===== config.mk =====
export PLATFORM = sky130hd
export DESIGN_NAME = audio_fifo_status
export DESIGN_NICKNAME = d
export VERILOG_FILES = /design/src/rtl/afs_pkg.sv /design/src/rtl/afs_gate.sv /design/src/rtl/afs_flag_bank.sv /design/src/rtl/afs_hold_reg.sv /design/src/rtl/audio_fifo_status.sv
export SDC_FILE = /design/constraint.sdc
export NUM_CORES = 1
export LEC_CHECK = 0
export BUFFER_PORTS_ARGS = -buffer_cell sky130_fd_sc_hd__buf_2
export CORE_MARGIN = 2
export CORE_UTILIZATION = 27
export DETAILED_ROUTE_END_ITERATION = 10
export HOLD_SLACK_MARGIN = 0.1
export SYNTH_ARGS = -nofsm -noshare
export SYNTH_HDL_FRONTEND = slang
export SYNTH_SLANG_ARGS = --single-unit
export TNS_END_PERCENT = 100

===== constraint.sdc =====
create_clock -name clk -period 1.95 [get_ports clk]
set_input_delay 0.585 -clock clk [delete_from_list [all_inputs] [get_ports clk]]
set_output_delay 0.585 -clock clk [all_outputs]
set_load 0.02 [all_outputs]

===== src/rtl/afs_pkg.sv =====
package afs_pkg;
  localparam int NFLAG = 7;
  localparam int STAT_W = 8;
  localparam int B_PB_UNDER = 0;
  localparam int B_PB_OVER = 1;
  localparam int B_CAP_OVER = 2;
  localparam int B_CAP_UNDER = 3;
  localparam int B_PB_DMA = 4;
  localparam int B_CAP_DMA = 5;
  localparam int B_TMR = 6;
  localparam int IRQ_LO = B_PB_DMA;
  localparam int IRQ_HI = B_TMR;
endpackage


===== src/rtl/afs_gate.sv =====
module afs_gate (
  input  logic pb_full,
  input  logic pb_empty,
  input  logic host_pb_wr,
  input  logic dac_req,
  input  logic cap_full,
  input  logic cap_empty,
  input  logic adc_rdy,
  input  logic host_cap_rd,
  output logic pb_push,
  output logic dac_take,
  output logic cap_push,
  output logic cap_pop,
  output logic err_pb_under,
  output logic err_pb_over,
  output logic err_cap_over,
  output logic err_cap_under
);
  always_comb begin
    err_pb_under  = dac_req & pb_empty;
    err_pb_over   = host_pb_wr & pb_full;
    err_cap_over  = adc_rdy & cap_full;
    err_cap_under = host_cap_rd & cap_empty;
    dac_take      = dac_req & ~pb_empty;
    pb_push       = host_pb_wr & ~pb_full;
    cap_push      = adc_rdy & ~cap_full;
    cap_pop       = host_cap_rd & ~cap_empty;
  end
endmodule


===== src/rtl/afs_flag_bank.sv =====
module afs_flag_bank #(
  parameter int N = 7
) (
  input  logic         clk,
  input  logic         rst,
  input  logic [N-1:0] set_vec,
  input  logic [N-1:0] clr_vec,
  output logic [N-1:0] flags_q,
  output logic [N-1:0] flags_d
);
  for (genvar i = 0; i < N; i++) begin : g_flag
    // a set event outranks a clear in the same cycle
    assign flags_d[i] = set_vec[i] | (flags_q[i] & ~clr_vec[i]);
    always_ff @(posedge clk) begin
      if (rst) flags_q[i] <= 1'b0;
      else     flags_q[i] <= flags_d[i];
    end
  end
endmodule


===== src/rtl/afs_hold_reg.sv =====
module afs_hold_reg #(
  parameter int W = 8
) (
  input  logic         clk,
  input  logic         rst,
  input  logic         load,
  input  logic [W-1:0] din,
  output logic [W-1:0] dout
);
  always_ff @(posedge clk) begin
    if (rst)       dout <= '0;
    else if (load) dout <= din;
  end
endmodule


===== src/rtl/audio_fifo_status.sv =====
module audio_fifo_status
  import afs_pkg::*;
#(
  parameter int DATA_W = 8
) (
  input  logic              clk,
  input  logic              rst,
  input  logic              pb_full,
  input  logic              pb_empty,
  input  logic              host_pb_wr,
  input  logic              dac_req,
  input  logic              cap_full,
  input  logic              cap_empty,
  input  logic              adc_rdy,
  input  logic              host_cap_rd,
  input  logic [DATA_W-1:0] cap_rdata,
  input  logic              pb_dma_evt,
  input  logic              cap_dma_evt,
  input  logic              tmr_evt,
  input  logic              clr_wr,
  input  logic [STAT_W-1:0] clr_mask,
  output logic              pb_push,
  output logic              dac_take,
  output logic              cap_push,
  output logic              cap_pop,
  output logic [DATA_W-1:0] host_rd_data,
  output logic [STAT_W-1:0] status,
  output logic              irq
);
  logic e_pb_under, e_pb_over, e_cap_over, e_cap_under;
  logic [NFLAG-1:0] set_vec, clr_vec, flags_q, flags_d;

  afs_gate u_gate (
    .pb_full(pb_full), .pb_empty(pb_empty), .host_pb_wr(host_pb_wr),
    .dac_req(dac_req), .cap_full(cap_full), .cap_empty(cap_empty),
    .adc_rdy(adc_rdy), .host_cap_rd(host_cap_rd),
    .pb_push(pb_push), .dac_take(dac_take), .cap_push(cap_push),
    .cap_pop(cap_pop),
    .err_pb_under(e_pb_under), .err_pb_over(e_pb_over),
    .err_cap_over(e_cap_over), .err_cap_under(e_cap_under)
  );

  always_comb begin
    set_vec = '0;
    set_vec[B_PB_UNDER]  = e_pb_under;
    set_vec[B_PB_OVER]   = e_pb_over;
    set_vec[B_CAP_OVER]  = e_cap_over;
    set_vec[B_CAP_UNDER] = e_cap_under;
    set_vec[B_PB_DMA]    = pb_dma_evt;
    set_vec[B_CAP_DMA]   = cap_dma_evt;
    set_vec[B_TMR]       = tmr_evt;
    clr_vec = clr_wr ? clr_mask[NFLAG-1:0] : '0;
  end

  afs_flag_bank #(.N(NFLAG)) u_flags (
    .clk(clk), .rst(rst), .set_vec(set_vec), .clr_vec(clr_vec),
    .flags_q(flags_q), .flags_d(flags_d)
  );

  afs_hold_reg #(.W(DATA_W)) u_hold (
    .clk(clk), .rst(rst), .load(cap_pop), .din(cap_rdata),
    .dout(host_rd_data)
  );

  always_ff @(posedge clk) begin
    if (rst) irq <= 1'b0;
    else     irq <= |flags_d[IRQ_HI:IRQ_LO];
  end

  assign status = {{(STAT_W-NFLAG){1'b0}}, flags_q};
endmodule


==> run metrics, run 1 <==
R2R setup slack 1.21 ns; root buf cell clkbuf_4; share of layout cells above drive strength 1 0.5798; first-pass GRT wire length 2.270 mm; RR Endpoint irq$_SDFF_PP0_; Port Buffer Count 48; Final period util 0.9069; unrepaired setup endpoints after global routing false; Switching Share 0.2734; XOR/XNOR share of the synthesized area 0; Period minus WS final 1.768 ns; ys async rst share 0; drt wl/cell 9.959 µm; Worst Hold Depth 2; count of state elements after synthesis 16; r2r startpoint u_flags.flags_q[5]$_SDFF_PP0_; Buf/Inv on CP 3; Synth Area in Simple Gates 0.2510; synthesized area per cell 9.141 µm²; Max Clock Skew between 0.002 and 0.0025 ns; clk_lat worst skew 0.27 ns; final WL about 1.5 mm; CP arrival 1.18 ns; number of synthesized flops with an enable pin 0; Reg2Reg Depth 2; Cells after Synth 72; Remaining DRCs 0; FMAX 565.5 MHz; CP max stage cell nand2b_4; Post-synth top cells dfxtp_1, nand2_1, a21oi_2, nand2_2, nor2_1; vias in the first global route 538; net switching power 0.1776 mW; Synth Net Count about 100; Clk pin slew, worst setup/hold paths ~0.080 ns; Hold Path Class reg2reg; most common cell in the netlist dfxtp_1; post-CTS sizing 0; Compound-Gate Fraction of Synth Area 0.1844; via count around 650; row cnt 17; GRT Overall Usage 0.1138; Adder-Cell Fraction of Synth Area 0; antenna fix cells 0; CTS tree yes; crit path max fanout 9; Most used DFF post-synth dfxtp_1; sequential-to-total area share from yosys stat 0.4867; area of the multi-input gates 290.3 µm²; Clock Power Share 0.246; maxcap violations 0; Pwr Density 702.5 mW/mm²; max incr delay on CP 0.21 ns; Seq pwr share 0.544; crit path kind in2out; setup TNS 0 ns; DIE AREA around 0.0028 mm²; number of I/O pins 51; worst hold start u_hold.dout[7]$_SDFFE_PP0P_; Critical Path RT 1.36 ns; Iter 0 DRT Violations 9; initial core utilization 0.2919; Worst setup SP type primary input; TritonCTS Buffers 3; Setup crit end kind output port; Comb power frac 0.210; CP cell instances buf_2 > nand2b_4 > inv_12 > buf_2; largest net degree at the start of global routing 17; yosys warns 0; initial antenna violation count 0; Die Y roughly 53 µm; post-synth top area share 0.4867; Final Max Slew Viols 0; CP dominant cell by count buf_2; mux cell area share after synthesis 0; critical path's top delay family buffers and inverters; status finished clean; synthesized cell area around 660 µm²; Min-Delay Endpoint u_hold.dout[7]$_SDFFE_PP0P_; total gr overflow 0; hold slack final ~0.47 ns; ANT nets after route 0; Hold Vio Cnt, Final 0; htree depth 1; GPL Wtd Cong 0.5999; Pre-antenna DRT Iters 3; VDD IR max between 0.3 and 0.4 mV; final setup fails 0; Synth cell types 15; CTS Sinks 16; post-synth top area cell dfxtp_1; largest family of logic cells by synthesized area simple AND/OR/NAND/NOR gates; Clock Tree Buf Depth 2; register area roughly 320 µm²; P_leak 0.4560 nW; CTS Hold Bufs 0; Core ar. 0.002255 mm²; final net count 151; vias per cell 4.408; Layout fillers 236; Area contributors post-synth dfxtp_1, a21oi_2, nand2_1; setup bufs post-CTS 0; placed wire-length estimate 1.159 mm; Layout area overhead 40.49%; Die X 53.37 µm; Int Power 0.4720 mW
[per-stage QoR]
stage,setup WS [ns],area (µm²),power [mW],instances,util
after floorplan,0.4427,658.1,0.4434,72,-
after global placement,0.1845,902.1,0.4963,144,0.4001
after detailed placement,0.1751,902.1,0.4992,144,0.4001
after CTS,0.1695,924.6,0.6667,147,0.4101
after global routing,0.1507,924.6,0.6987,147,0.4101
final,0.1816,924.6,0.6496,147,0.4101
[cell usage in the layout, fill, tap and decap left out]
master | synthesis | final
inv_12 | 1 | 1
clkbuf_4 | 0 | 3
nand2b_4 | 1 | 1
nor2_1 | 7 | 7
a22oi_1 | 4 | 4
nand2_1 | 15 | 15
a21oi_1 | 3 | 3
buf_2 | 0 | 48
conb_1 | 1 | 1
dfxtp_1 | 16 | 16
nor2b_1 | 3 | 3
a31oi_1 | 1 | 1
nand2_2 | 8 | 8
a21oi_2 | 8 | 8
[worst register-to-register path: cells and delay by family (launching register included)]
family,cells,cell delay (ns)
compound gates,2,0.31
flops,1,0.31
[worst max-delay path by stage]
| stage | start | endpoint | cells past startpoint | slack, ns |
|---|---|---|---|---|
| 6_report | cap_empty | cap_pop | 4 | 0.18 |
| 5_1_grt | cap_empty | cap_pop | 4 | 0.15 |
| 4_1_cts | cap_empty | cap_pop | 4 | 0.17 |
| 3_5_place_dp | cap_empty | cap_pop | 4 | 0.18 |
| 3_3_place_gp | cap_empty | cap_pop | 4 | 0.18 |
| 2_1_floorplan | cap_empty | cap_pop | 3 | 0.44 |
[routing by layer]
| metal | routed length, µm | share of wire | global-route usage |
|---|---|---|---|
| met3 | 202 | 0.14 | 0.03955 |
| met2 | 658 | 0.45 | 0.2037 |
| met5 | 0 | 0 | 0 |
| met1 | 603 | 0.41 | 0.1121 |
| met4 | 0 | 0 | 0.06410 |
[cell type report]
| type | count | share of cell area |
|---|---|---|
| Tap cell | 28 | 0.03789 |
| Timing Repair Buffer | 48 | 0.2598 |
| Sequential cell | 16 | 0.3464 |
| Multi-Input combinational cell | 51 | 0.3139 |
| Inverter | 1 | 0.01759 |
| Clock buffer | 3 | 0.02436 |
[power by group through the flow]
stage | Sequential (mW) | Combinational (mW) | Clock (mW)
global placement | 0.360 | 0.136 | 0
CTS | 0.353 | 0.139 | 0.174
finish | 0.353 | 0.137 | 0.160
floorplan | 0.384 | 0.0595 | 0
global route | 0.356 | 0.151 | 0.192
detailed placement | 0.361 | 0.139 | 0
[registers in the layout (all words and copies together), names as in the netlist]
name / count
u_hold.dout: 8
irq: 1
u_flags.flags_q: 7
[cells by family (layout without fill, tap and decap cells)]
kind of cell | count (synthesis) | count (layout)
other | 1 | 1
AO/OA/AOI/OAI | 16 | 16
flip-flops | 16 | 16
buffers and inverters | 5 | 52
AND/OR/NAND/NOR | 34 | 34
Power figures use the tool's default switching activity.
==> inputs of run 2 (changes only) <==
Settings changed: CORE_UTILIZATION 27 to 40, GPL_ROUTABILITY_DRIVEN set to 0, PLACE_DENSITY set to 0.81.
==> run metrics, run 2 (synthesis results as in run 1) <==
Period minus WS final 1.760 ns (-0.008424 ns); most frequent cells in the layout buf_2, dfxtp_1, nand2_1; Iter 0 DRT Violations 9 (unchanged); Final Max Slew Viols 0 (unchanged); RR Endpoint irq$_SDFF_PP0_; total gr overflow 0 (unchanged); htree depth 1 (unchanged); maxcap violations 0 (unchanged); Clk pin slew, worst setup/hold paths 0.09 ns (about the same); Die Y 44.56 µm (-17%); post-CTS sizing 0 (unchanged); CTS tree yes; Layout area overhead 38.21%; r2r startpoint u_flags.flags_q[5]$_SDFF_PP0_; max FFs per register 8 (unchanged); Regs by FF count u_hold.dout (8), u_flags.flags_q (7), irq (1); crit path kind in2out; Max Clock Skew 0.002260 ns (-0.00007883 ns); Core ar. 0.001524 mm² (-32%); vias in the first global route 573 (+6.5%); Clock Tree Buf Depth 2 (unchanged); Remaining DRCs 0 (unchanged); Worst Hold Depth 2 (unchanged); Pwr Density 718.2 mW/mm² (+2.2%); Final Instance Count excl. Fillers 135 (-8.2%); CTS Hold Bufs 0 (unchanged); setup bufs post-CTS 0 (unchanged); crit path from cap_empty; ANT nets after route 0 (unchanged); Reg2Reg Depth 2 (unchanged); crit path max fanout 9 (unchanged); vias per cell 4.711 (+6.9%); VDD IR max 0.3682 mV (+19%); first-pass GRT wire length 2.194 mm (-3.3%); Setup crit end kind output port; Critical Path RT 1.36 ns (about the same); Die X 44.56 µm (-17%); Final WS setup 0.1900 ns (+0.008424 ns); CP dominant cell by count buf_2; clk_lat worst skew 0.27 ns (about the same); via count 636 (-1.9%); initial core utilization 0.4319 (+0.1400); final setup fails 0 (unchanged); Pre-antenna DRT Iters 4 (+1); antenna fix cells 0 (unchanged); Place WS 0.1841 ns (+0.008998 ns); most flop-heavy register u_hold.dout; Worst setup SP type primary input; CTS Sinks 16 (unchanged); CP max stage cell nand2b_4; largest net degree at the start of global routing 17 (unchanged); P_leak 0.4560 nW (unchanged); R2R setup slack 1.24 ns (+0.03 ns); row cnt 14 (-3); TritonCTS Buffers 3 (unchanged); Hold Vio Cnt, Final 0 (unchanged); setup TNS 0 ns (unchanged); unrepaired setup endpoints after global routing false; worst hold start u_hold.dout[1]$_SDFFE_PP0P_; max incr delay on CP 0.21 ns (about the same); final net count 151 (unchanged); Port Buffer Count 48 (unchanged); Min-Delay Endpoint u_hold.dout[1]$_SDFFE_PP0P_; placed cells 132 (-8.3%); FMAX 568.2 MHz (+0.48%); Hold Path Class reg2reg; CP arrival 1.18 ns (about the same); drt wl/cell 10.61 µm (+6.5%); CP cell instances buf_2 > nand2b_4 > inv_12 > buf_2; commonest non-fill, non-tap cell in the layout buf_2; share of layout cells above drive strength 1 0.5798 (unchanged); placed wire-length estimate 1.141 mm (-1.5%); status finished clean; Final period util 0.9026 (-0.004320); root buf cell clkbuf_4; initial antenna violation count 0 (unchanged); final WL 1.432 mm (-2.2%); number of I/O pins 51 (unchanged); DIE AREA 0.001986 mm² (-30%); GRT Overall Usage 0.1461 (+0.03231)
==> run 2: cell counts in the layout (fill, tap and decap cells not counted) <==
No cell type changed its count.
==> run 2: critical path, delay by kind of cell <==
kind	cells	cell delay, ns
AND/OR/NAND/NOR	1	0.21
buffers and inverters	3	0.38
==> run 2: layer usage <==
metal	global-route usage	part of all wire	vias to the layer above
li1	-	-	326
met4	0.03636	0.0042	0
met3	0.04082	0.11	2
met5	0	0	-
met2	0.2580	0.47	37
met1	0.1721	0.41	271
==> run 2: power breakdown <==
part	internal, mW	leakage [nW]	switching [mW]
sequential	0.345	0.132	0.00804
clock	0.0713	0.0138	0.0927
combinational	0.0556	0.310	0.0807
total	0.472	0.456	0.181
==> run 2: final cells by class <==
cell class / count / area (µm²)
timing repair buffer: 48 / 240.2
sequential: 16 / 320.3
clock buffer: 3 / 22.52
multi-input combinational: 51 / 290.3
fill: 159 / 614.3
tap: 16 / 20.02
inverter: 1 / 16.27
==> run 2: through the flow <==
step,area [µm²],hold slack (ns),power [mW],utilization
global route,909.6,0.4935,0.6905,0.5969
global placement,887.1,0.4552,0.4945,0.5821
detailed placement,887.1,0.4579,0.4990,0.5821
finish,909.6,0.4683,0.6533,0.5969
floorplan,658.1,0.5460,0.4434,-
CTS,909.6,0.4704,0.6609,0.5969
==> run 2: how the worst max path moves through the flow <==
stage	end	slack, ns	depth (start not counted)
2_1_floorplan	cap_pop	0.44	3
3_3_place_gp	cap_pop	0.19	4
3_5_place_dp	cap_pop	0.18	4
4_1_cts	cap_pop	0.18	4
5_1_grt	cap_pop	0.17	4
6_report	cap_pop	0.19	4
==> inputs of run 3 (changes only) <==
Settings changed: CELL_PAD_IN_SITES_DETAIL_PLACEMENT set to 0, CELL_PAD_IN_SITES_GLOBAL_PLACEMENT set to 1, CORE_UTILIZATION 40 to 27, PLACE_DENSITY 0.81 to unset, PLACE_DENSITY_LB_ADDON set to 0.1.
==> run metrics, run 3 (synthesis results as in run 1) <==
status finished clean; clk_lat worst skew 0.27 ns (about the same); Port Buffer Count 48 (unchanged); Final period util 0.9050 (+0.002426); M1 GR Usage 0.1299 (-0.04216); VDD IR max 0.4384 mV (+19%); largest net degree at the start of global routing 17 (unchanged); FMAX 566.7 MHz (-0.27%); setup TNS 0 ns (unchanged); CTS tree yes; CTS Sinks 16 (unchanged); number of I/O pins 51 (unchanged); row cnt 17 (+3); Die Y 53.37 µm (+20%); Pre-antenna DRT Iters 3 (-1); post-CTS sizing 0 (unchanged); maxcap violations 0 (unchanged); CP arrival 1.18 ns (about the same); commonest non-fill, non-tap cell in the layout buf_2; GRT Overall Usage 0.1141 (-0.03205); share of layout cells above drive strength 1 0.5798 (unchanged); initial antenna violation count 0 (unchanged); final setup fails 0 (unchanged); antenna fix cells 0 (unchanged); Core ar. 0.002255 mm² (+48%); first-pass GRT wire length 2.332 mm (+6.3%); Remaining DRCs 0 (unchanged); Pwr Density 706.2 mW/mm² (-1.7%); initial core utilization 0.2919 (-0.1400); TritonCTS Buffers 3 (unchanged); vias in the first global route 558 (-2.6%); final net count 151 (unchanged); Period minus WS final 1.765 ns (+0.004730 ns); met2 usage 0.1996 (-0.05838); htree depth 1 (unchanged); root buf cell clkbuf_4; GRT met3 Usage 0.04237 (+0.001557); Clock Tree Buf Depth 2 (unchanged); Worst setup SP type primary input; vias per cell 4.224 (-10%); Regs by FF count u_hold.dout (8), u_flags.flags_q (7), irq (1); DIE AREA 0.002848 mm² (+43%); P_leak 0.4560 nW (unchanged); unrepaired setup endpoints after global routing false; most frequent cells in the layout buf_2, dfxtp_1, nand2_1; crit path max fanout 9 (unchanged); Setup crit end kind output port; CTS Hold Bufs 0 (unchanged); final WL 1.479 mm (+3.3%); Hold Path Class reg2reg; drt wl/cell 10.06 µm (-5.1%); Most Used Layer, Global Route met2; via count 621 (-2.4%); Final Max Slew Viols 0 (unchanged); Layout area overhead 40.49%; crit path kind in2out; Max Clock Skew 0.0001501 ns (-0.002110 ns); Die X 53.37 µm (+20%); Hold Vio Cnt, Final 0 (unchanged); total gr overflow 0 (unchanged); setup bufs post-CTS 0 (unchanged); Critical Path RT 1.36 ns (about the same); max FFs per register 8 (unchanged); most flop-heavy register u_hold.dout; hold slack final 0.4694 ns (+0.001135 ns); ANT nets after route 0 (unchanged); Iter 0 DRT Violations 4 (-5); placed wire-length estimate 1.155 mm (+1.2%); Clk pin slew, worst setup/hold paths 0.08 ns (about the same)
==> run 3: cell counts in the layout (fill, tap and decap cells not counted) <==
Identical to the previous run, type by type.
==> run 3: layer usage <==
layer,vias up,routed length [µm]
met5,-,0
met4,0,13
met3,2,172
met2,31,694
met1,260,598
li1,328,-
==> run 3: worst max-delay path, stage by stage <==
cell and delay (ns):
buf_2 0.11, nand2b_4 0.21, inv_12 0.11, buf_2 0.16
==> run 3: cell type report <==
class                      instances  area (µm²)
sequential                        16       320.3
timing repair buffer              48       240.2
tap                               28       35.03
multi-input combinational         51       290.3
clock buffer                       3       22.52
fill                             249        1330
inverter                           1       16.27
==> run 3: final timing paths <==
| path | slack [ns] | end | start | cells past startpoint |
|---|---|---|---|---|
| worst max-delay path | 0.19 | cap_pop | cap_empty | 4 |
| worst min-delay path | 0.47 | u_hold.dout[1]$_SDFFE_PP0P_ | u_hold.dout[1]$_SDFFE_PP0P_ | 2 |
| worst max register to register | 1.22 | irq$_SDFF_PP0_ | u_flags.flags_q[6]$_SDFF_PP0_ | 2 |
| worst min register to register | 0.47 | u_hold.dout[1]$_SDFFE_PP0P_ | u_hold.dout[1]$_SDFFE_PP0P_ | 2 |
==> run 3: where the power goes <==
part | internal, mW | switching (mW) | leakage [nW]
Sequential | 0.345 | 0.00780 | 0.132
Combinational | 0.0556 | 0.0807 | 0.310
Clock | 0.0716 | 0.0923 | 0.0138
Total | 0.472 | 0.181 | 0.456
==> run 3: stage by stage <==
step           cell area (µm²)  setup slack, ns  instances  power (mW)    util
6_report                 924.6           0.1853        147      0.6530  0.4101
5_1_grt                  924.6           0.1549        147      0.6967  0.4101
4_1_cts                  924.6           0.1751        147      0.6676  0.4101
3_5_place_dp             902.1           0.1774        144      0.4992  0.4001
3_3_place_gp             902.1           0.1806        144      0.4976  0.4001
2_1_floorplan            658.1           0.4427         72      0.4434       -
